File: config.mk
export PLATFORM = sky130hd
export DESIGN_NAME = serial_ctrl_if
export DESIGN_NICKNAME = d
export VERILOG_FILES = /design/src/rtl/sctl_pkg.sv /design/src/rtl/sctl_sync.sv /design/src/rtl/sctl_shifter.sv /design/src/rtl/sctl_regs.sv /design/src/rtl/serial_ctrl_if.sv
export SDC_FILE = /design/constraint.sdc
export NUM_CORES = 1
export LEC_CHECK = 0
export CAP_MARGIN = 10
export CORE_ASPECT_RATIO = 1.4
export CORE_UTILIZATION = 52
export DETAILED_ROUTE_END_ITERATION = 8
export GPL_TIMING_DRIVEN = 0
export PLACE_DENSITY = 0.85
export SYNTH_ARGS = -nofsm -noshare
export SYNTH_HDL_FRONTEND = slang
export SYNTH_SLANG_ARGS = --single-unit
File: constraint.sdc
create_clock -name clk_i -period 2.57 [get_ports clk_i]
set_clock_uncertainty 0.2 [all_clocks]
set_input_delay 0.514 -clock clk_i [delete_from_list [all_inputs] [get_ports clk_i]]
set_output_delay 0.514 -clock clk_i [all_outputs]
set_load 0.02 [all_outputs]
File: src/rtl/sctl_pkg.sv
package sctl_pkg;
  localparam int WORD_W = 16;
  localparam int CNT_W  = $clog2(WORD_W + 1);

  typedef struct packed {
    logic       spare;
    logic       rx_pol;
    logic       tx_pol;
    logic       syn_pol;
    logic [1:0] rx_div;
    logic       tx_div;
    logic       band_pol;
    logic       ext_ctrl;
    logic [1:0] cp_test;
    logic       slicer_on;
    logic       sfield_on;
    logic       pfd_pol;
    logic       ref_sel;
  } setup_t;

  typedef struct packed {
    logic       m_sel;
    logic [4:0] a_count;
    logic [8:0] pwr_en;
  } mode_t;

  localparam logic ADDR_SETUP = 1'b0;
  localparam logic ADDR_MODE  = 1'b1;
endpackage

File: src/rtl/sctl_sync.sv
module sctl_sync #(
  parameter int WIDTH  = 3,
  parameter int STAGES = 2
) (
  input  logic             clk_i,
  input  logic             rst_ni,
  input  logic [WIDTH-1:0] async_i,
  output logic [WIDTH-1:0] sync_o
);
  logic [WIDTH-1:0] chain_q [STAGES];

  for (genvar s = 0; s < STAGES; s++) begin : g_stage
    always_ff @(posedge clk_i or negedge rst_ni) begin
      if (!rst_ni) chain_q[s] <= '0;
      else if (s == 0) chain_q[s] <= async_i;
      else chain_q[s] <= chain_q[(s > 0) ? s-1 : 0];
    end
  end

  assign sync_o = chain_q[STAGES-1];
endmodule

File: src/rtl/sctl_shifter.sv
module sctl_shifter
  import sctl_pkg::*;
(
  input  logic              clk_i,
  input  logic              rst_ni,
  input  logic              sdata_s_i,
  input  logic              sclk_s_i,
  input  logic              sen_s_i,
  output logic              commit_o,
  output logic [WORD_W-1:0] word_o
);
  logic              sclk_d_q, sen_d_q;
  logic [WORD_W-1:0] shift_q;
  logic [CNT_W-1:0]  cnt_q;
  logic              sclk_rise, sen_rise, full;

  assign sclk_rise = sclk_s_i & ~sclk_d_q;
  assign sen_rise  = sen_s_i & ~sen_d_q;
  assign full      = (cnt_q == CNT_W'(WORD_W));

  always_ff @(posedge clk_i or negedge rst_ni) begin
    if (!rst_ni) begin
      sclk_d_q <= 1'b0;
      sen_d_q  <= 1'b0;
      shift_q  <= '0;
      cnt_q    <= '0;
    end else begin
      sclk_d_q <= sclk_s_i;
      sen_d_q  <= sen_s_i;
      if (sen_s_i) begin
        cnt_q <= '0;
      end else if (sclk_rise) begin
        shift_q <= {shift_q[WORD_W-2:0], sdata_s_i};
        if (!full) cnt_q <= cnt_q + 1'b1;
      end
    end
  end

  // a word is only taken once a full frame has been counted
  assign commit_o = sen_rise & full;
  assign word_o   = shift_q;

  p_cnt_bound_r8: assert property (@(posedge clk_i) disable iff (!rst_ni)
    cnt_q <= CNT_W'(WORD_W));
  p_no_count_en_r9: assert property (@(posedge clk_i) disable iff (!rst_ni)
    sen_s_i |=> cnt_q == '0);
  p_shift_step_r2: assert property (@(posedge clk_i) disable iff (!rst_ni)
    (sclk_rise && !sen_s_i && !full) |=> cnt_q == CNT_W'($past(cnt_q) + 1'b1));
  p_shift_in_r2: assert property (@(posedge clk_i) disable iff (!rst_ni)
    (sclk_rise && !sen_s_i) |=> shift_q[0] == $past(sdata_s_i));
endmodule

File: src/rtl/sctl_regs.sv
module sctl_regs
  import sctl_pkg::*;
(
  input  logic              clk_i,
  input  logic              rst_ni,
  input  logic              commit_i,
  input  logic [WORD_W-1:0] word_i,
  output setup_t            setup_o,
  output mode_t             mode_o,
  output logic              valid_o
);
  setup_t setup_q;
  mode_t  mode_q;
  logic   valid_q;
  logic   wr_setup, wr_mode;

  assign wr_setup = commit_i & (word_i[0] == ADDR_SETUP);
  assign wr_mode  = commit_i & (word_i[0] == ADDR_MODE);

  always_ff @(posedge clk_i or negedge rst_ni) begin
    if (!rst_ni) begin
      setup_q <= '0;
      mode_q  <= '0;
      valid_q <= 1'b0;
    end else begin
      if (wr_setup) begin
        setup_q <= setup_t'(word_i[WORD_W-1:1]);
        valid_q <= 1'b1;
      end
      if (wr_mode) mode_q <= mode_t'(word_i[WORD_W-1:1]);
    end
  end

  assign setup_o = setup_q;
  assign mode_o  = mode_q;
  assign valid_o = valid_q;

  p_valid_sticky_r7: assert property (@(posedge clk_i) disable iff (!rst_ni)
    valid_q |=> valid_q);
  p_valid_set_r7: assert property (@(posedge clk_i) disable iff (!rst_ni)
    (commit_i && !word_i[0]) |=> valid_q);
  p_setup_hold_r6: assert property (@(posedge clk_i) disable iff (!rst_ni)
    !(commit_i && !word_i[0]) |=> $stable(setup_q));
  p_mode_hold_r6: assert property (@(posedge clk_i) disable iff (!rst_ni)
    !(commit_i && word_i[0]) |=> $stable(mode_q));
  p_mode_load_r3: assert property (@(posedge clk_i) disable iff (!rst_ni)
    (commit_i && word_i[0]) |=> mode_q == $past(word_i[WORD_W-1:1]));
endmodule

File: src/rtl/serial_ctrl_if.sv
module serial_ctrl_if
  import sctl_pkg::*;
#(
  parameter int SYNC_STAGES = 2
) (
  input  logic       clk_i,
  input  logic       rst_ni,
  input  logic       sdata_i,
  input  logic       sclk_i,
  input  logic       sen_i,
  output logic       rx_pol_o,
  output logic       tx_pol_o,
  output logic       syn_pol_o,
  output logic [1:0] rx_div_mode_o,
  output logic       tx_div_on_o,
  output logic       band_pol_o,
  output logic       ext_ctrl_o,
  output logic [1:0] cp_test_o,
  output logic       slicer_on_o,
  output logic       sfield_on_o,
  output logic       pfd_pol_o,
  output logic       ref_sel_o,
  output logic       m_sel_o,
  output logic [4:0] a_count_o,
  output logic [8:0] pwr_en_o,
  output logic       cfg_valid_o
);
  logic [2:0]        pins_s;
  logic              commit;
  logic [WORD_W-1:0] word;
  setup_t            setup;
  mode_t             mode;

  sctl_sync #(.WIDTH(3), .STAGES(SYNC_STAGES)) u_sync (
    .clk_i  (clk_i),
    .rst_ni (rst_ni),
    .async_i({sen_i, sclk_i, sdata_i}),
    .sync_o (pins_s)
  );

  sctl_shifter u_shift (
    .clk_i    (clk_i),
    .rst_ni   (rst_ni),
    .sdata_s_i(pins_s[0]),
    .sclk_s_i (pins_s[1]),
    .sen_s_i  (pins_s[2]),
    .commit_o (commit),
    .word_o   (word)
  );

  sctl_regs u_regs (
    .clk_i   (clk_i),
    .rst_ni  (rst_ni),
    .commit_i(commit),
    .word_i  (word),
    .setup_o (setup),
    .mode_o  (mode),
    .valid_o (cfg_valid_o)
  );

  assign rx_pol_o      = setup.rx_pol;
  assign tx_pol_o      = setup.tx_pol;
  assign syn_pol_o     = setup.syn_pol;
  assign rx_div_mode_o = setup.rx_div;
  assign tx_div_on_o   = setup.tx_div;
  assign band_pol_o    = setup.band_pol;
  assign ext_ctrl_o    = setup.ext_ctrl;
  assign cp_test_o     = setup.cp_test;
  assign slicer_on_o   = setup.slicer_on;
  assign sfield_on_o   = setup.sfield_on;
  assign pfd_pol_o     = setup.pfd_pol;
  assign ref_sel_o     = setup.ref_sel;
  assign m_sel_o       = mode.m_sel;
  assign a_count_o     = mode.a_count;
  assign pwr_en_o      = mode.pwr_en;

  p_reset_clear_r1: assert property (@(posedge clk_i)
    !rst_ni |=> (!cfg_valid_o && pwr_en_o == '0 && a_count_o == '0));
endmodule

=== Word level (Yosys, flattened, before mapping) ===
Cells that the tools add are included.

* Multiplexer cells: 3
* Bitwise logic cells: 9
* $add $sub $neg: 1
* Reduce and logical (&&, ||, !) cells: 3
* Equal/unequal tests: 2

{| class="wikitable"
|+ Operator list
! operator !! count
|-
| 5-bit two-way mux || 3
|-
| 5-bit by 1-bit adder with 5-bit output (second input constant) || 1
|-
| 1-bit AND || 5
|-
| 5-bit equality test (second input constant) || 1
|-
| 1-bit inverter || 4
|-
| 2-bit AND reduction || 2
|-
| 2-bit inequality test (second input constant) || 1
|-
| 2-bit nonzero test || 1
|}

* Input port bits: 5
* Logic and storage cells: 40
* Register bits: 59

=== Logic depth before layout (Yosys ltp) ===
* Word-level depth: 4
* Mapped depth: 7
* Depth with buffers taken out: 5

=== Modules after synthesis ===
Synthesis repeated with hierarchy kept, for this count alone.

* Cells, all modules: 144
* Area total of the unflattened synthesis: 2353.5 µm²

{| class="wikitable"
|+ By module, submodules not included
! module !! seq. area each (µm²) !! times used !! cells each !! area an instance (µm²)
|-
| sctl_regs || 775.7 || 1 || 67 || 1216.2
|-
| sctl_shifter || 575.6 || 1 || 68 || 964.7
|-
| sctl_sync || 150.1 || 1 || 9 || 172.7
|}

=== Worst setup path after synthesis ===
OpenSTA, ideal clock, no wires.

* Kind: flip-flop to flip-flop
* Start: register u_shift.cnt_q[0]
* End: register u_regs.mode_q, in the netlist u_regs.mode_o[0]
* Data arrival time: 1576 ps
* Clock period less this slack: 1901 ps
* Buffers on the path: 2
* Setup slack: 669 ps
* Cell stages (with the launch flop): 8
* Cells stage by stage: dfrtp_1 inv_1 ha_1 and4bb_4 and4b_1 buf_6 buf_12 mux2_4

* Cells in the longest elaborated chain, start to end: 3

{| class="wikitable"
|+ Ends and longest elaborated chain
! element !! RTL line !! text
|-
| start, declared || sctl_shifter.sv:14 || <nowiki>logic [CNT_W-1:0] cnt_q;</nowiki>
|-
| start signal, assigned || sctl_shifter.sv:34 || <nowiki>if (!full) cnt_q <= cnt_q + 1'b1;</nowiki>
|-
| 5-bit equality test || sctl_shifter.sv:19 || <nowiki>assign full = (cnt_q == CNT_W'(WORD_W));</nowiki>
|-
| 1-bit AND || sctl_shifter.sv:40 || <nowiki>assign commit_o = sen_rise & full;</nowiki>
|-
| 1-bit AND || sctl_regs.sv:18 || <nowiki>assign wr_mode = commit_i & (word_i[0] == ADDR_MODE);</nowiki>
|-
| end signal, assigned || sctl_regs.sv:30 || <nowiki>if (wr_mode) mode_q <= mode_t'(word_i[WORD_W-1:1]);</nowiki>
|-
| end, declared || sctl_regs.sv:13 || <nowiki>mode_t mode_q;</nowiki>
|}

Every way passes these cells.
A chain may end at the register's enable or synchronous reset.

=== Final worst setup path ===
* Start: register u_shift.cnt_q[0]
* End: register u_regs.mode_q, in the netlist u_regs.mode_o[1]

The elaborated chain is that of the path after synthesis.

==> summary.md <==
| Metric | Value |
|---|---|
| Count of synthesis-stage warnings from yosys | 0 |
| Leading cell type in the layout, fill and taps excluded | dfrtp_1 |
| Transition time at the pin with the least slew margin | 0.414 ns |
| Clock-pin slew of the registers on the worst-case setup and hold paths | 0.06 ns |
| Most frequent cells in the layout | dfrtp_1 (59), mux2_2 (36), clkdlybuf4s50_1 (33) |
| Maximum fanout count along the critical path | 10 |
| Maximum clock path buffer count | 2 |
| Unrepaired setup endpoints after global routing | no |
| Number of hold violations in the final report | 0 |
| Number of nets in the layout | 193 |
| Post-synthesis cell type count | 22 |
| Critical Path, Cell by Cell | inv_1 > ha_1 > and4bb_4 > and4b_1 > buf_6 > buf_12 > mux2_4 |
| Flip-flop and latch count after synthesis | 59 |
| Buffers inserted by post-CTS timing repair | 0 |
| Count of clock tree sinks | 59 |
| Cell family with the largest share of critical-path delay | simple AND/OR/NAND/NOR gates |
| Crit path buffers/inverters | 3 |
| Vias/cell | 5.24 |
| Initial antenna violation count | 0 |
| Leak | 1.38 nW |
| Max frequency | 491 MHz |
| Post-Syn Nets | 146 |
| Min-Delay Path Class | flop to flop |
| Detailed router's first-iteration violation count | 26 |
| Violated checks | design-rule violations |
| Clock root buffer | clkbuf_8 |
| Post-Synthesis Cell Area | 0.00227 mm^2 |
| Post-layout utilization of the core | 69.4% |
| Placement Rows | 28 |
| Post-layout min period | 2.04 ns |
| Critical Path Start Type | flop |
| Kind of end point of the critical path | flop |
| Count of mapped cells out of synthesis | 139 |
| Routed vias | 1,237 |
| Fillcell total | 288 |
| Register cell area after layout | 0.00148 mm^2 |
| Detail-routed net length per standard cell | 15.6 um |
| Detailed-router iteration count before antenna repair | 8 |
| Layout Area Growth over Synthesis | 28.6% |
| H-Tree Level Count | 3 |
| Crit path largest cell delay | 0.41 ns |
| Result of the run | finished, violations left |
| Slew HR | 72.4% |
| Placeable core region | 0.00420 mm^2 |
| Global-route wire length before repair | 6330 um |
| Minimum hold slack | 0.153 ns |
| GRT overflow | 0 |
| Post-synthesis sequential area ratio | 65.0% |
| Required time at the worst-slack endpoint | 2.58 ns |
| Share of the clock period used by the worst path after layout | 79.2% |
| Max-slew violation count | 0 |
| Maxcap violations | 0 |
| IR Drop Worst-Case VDD | 0.544 mV |
| Post-detailed-route DRC marker count | 4 |
| Kind of critical path | flop to flop |
| Vias in the first global route | 1,312 |
| Area taken by multi-input logic gates | 734 um^2 |
| Share of layout cells above drive strength 1 | 36.6% |
| Slowest cell on crit path | dfrtp_1 |
| Post-Syn Area per Cell | 16.3 um^2 |
| Total of endpoints with negative setup slack in the final report | 0 |
| Ports placed on the boundary | 35 |
| Final Routed Wirelength | 3670 um |
| Total routing resource utilization after global routing | 18.8% |
| Die Height | 80.2 um |
| Pin count of the biggest net entering global routing | 44 |
| TritonCTS clock tree | built |
| ANT cells | 0 |
| Total half-perimeter wirelength after legalization and detailed placement | 2580 um |
| Die area | 0.00464 mm^2 |
| PortBufs | 34 |
| Skew-Pair Late Insertion Delay | 0.32 ns |
| Remaining antenna violation count after routing | 0 |
| Inserted Clock Buffers | 9 |
| Power density cells | 722 mW/mm^2 |
| Initial cell density of the core | 54.0% |
| Width of the chip | 57.8 um |
| Routability congestion estimate from global placement | 0.722 |
| Arrival time at the worst endpoint | 2.05 ns |
## registers in the layout, summed over array words and instances (netlist names)
register	flops
u_shift.cnt_q	5
u_regs.mode_o	15
u_sync.sync_o	3
u_shift.sen_d_q	1
u_shift.word_o	16
u_sync.chain_q	3
u_shift.sclk_d_q	1
u_regs.setup_o	14
u_regs.valid_o	1
## routing by layer
| metal | global-route usage, % | share of wire [%] |
|---|---|---|
| met5 | 0 | 0 |
| met4 | 11.4 | 1.9 |
| met3 | 4.35 | 3.0 |
| met2 | 30.8 | 52 |
| met1 | 22.2 | 43 |
## final cells by class
class / instances / share of cell area [%]
flip-flops and latches: 59 / 50.6
well taps: 45 / 1.93
inverters: 2 / 0.257
clock buffers: 12 / 5.32
repair buffers: 36 / 12.5
multi-input cells: 73 / 25.2
clock inverters: 4 / 2.49
plain buffers: 5 / 1.76
## metrics by stage
step | cell area, um^2 | setup TNS [ns] | worst slack [ns] | std cells | total power [mW]
final | 2920 | 0 | 0.534 | 236 | 2.11
after global routing | 2920 | 0 | 0.440 | 236 | 2.20
after CTS | 2920 | 0 | 0.509 | 236 | 2.13
after detailed placement | 2680 | 0 | 0.525 | 219 | 1.19
after global placement | 2670 | -47.49 | -0.807 | 218 | 1.17
after floorplan | 2270 | 0 | 0.669 | 139 | 1.13
## path summary, 6_finish.rpt
kind	cells after the start	end	from	slack (ns)
max	7	u_regs.mode_o[1]	u_shift.cnt_q[0]	0.53
min	0	u_sync.sync_o[2]	u_sync.chain_q[5]	0.15
max reg2reg	7	u_regs.mode_o[1]	u_shift.cnt_q[0]	0.53
min reg2reg	0	u_sync.sync_o[2]	u_sync.chain_q[5]	0.15
max in group asynchronous	3	u_regs.mode_o[9]	rst_ni	1.16
min in group asynchronous	2	u_regs.mode_o[2]	rst_ni	0.46
## cell usage after synthesis
library cell	count	area, um^2
mux2_2	36	405
nor3b_1	1	7.51
buf_2	1	5.00
or3_1	3	18.8
and4bb_4	1	16.3
o21ai_0	2	10.0
nor2_1	3	11.3
mux2_4	10	150
a21oi_1	3	15.0
buf_6	1	11.3
nand2_1	3	11.3
buf_4	2	15.0
nand3b_1	1	7.51
nand2b_1	4	25.0
buf_12	1	20.0
inv_1	2	7.51
mux2i_1	1	10.0
ha_1	2	25.0
dfrtp_1	59	1480
nor2_2	1	6.26
nand3_1	1	5.00
and4b_1	1	10.0
## kinds of logic after synthesis
kind of cell | synth area share (%)
DFF | 65.0
adders and majority gates | 1.10
muxes | 24.9
buffers and inverters | 2.59
and+or+nand+nor | 5.24
AOI/OAI and AO/OA | 1.10
## power breakdown
part	total, mW	internal, mW	switching, mW
logic	0.109	0.0657	0.0437
registers	1.06	0.997	0.0656
clock network	0.935	0.597	0.338
## what timing repair did
| item | 4_1_cts | 5_1_grt |
|---|---|---|
| endpoints found under the hold margin | 16 | 0 |
| gates resized for setup | 0 | 0 |
| hold buffers | 1 | 0 |
(Power assumes the default switching activity.)
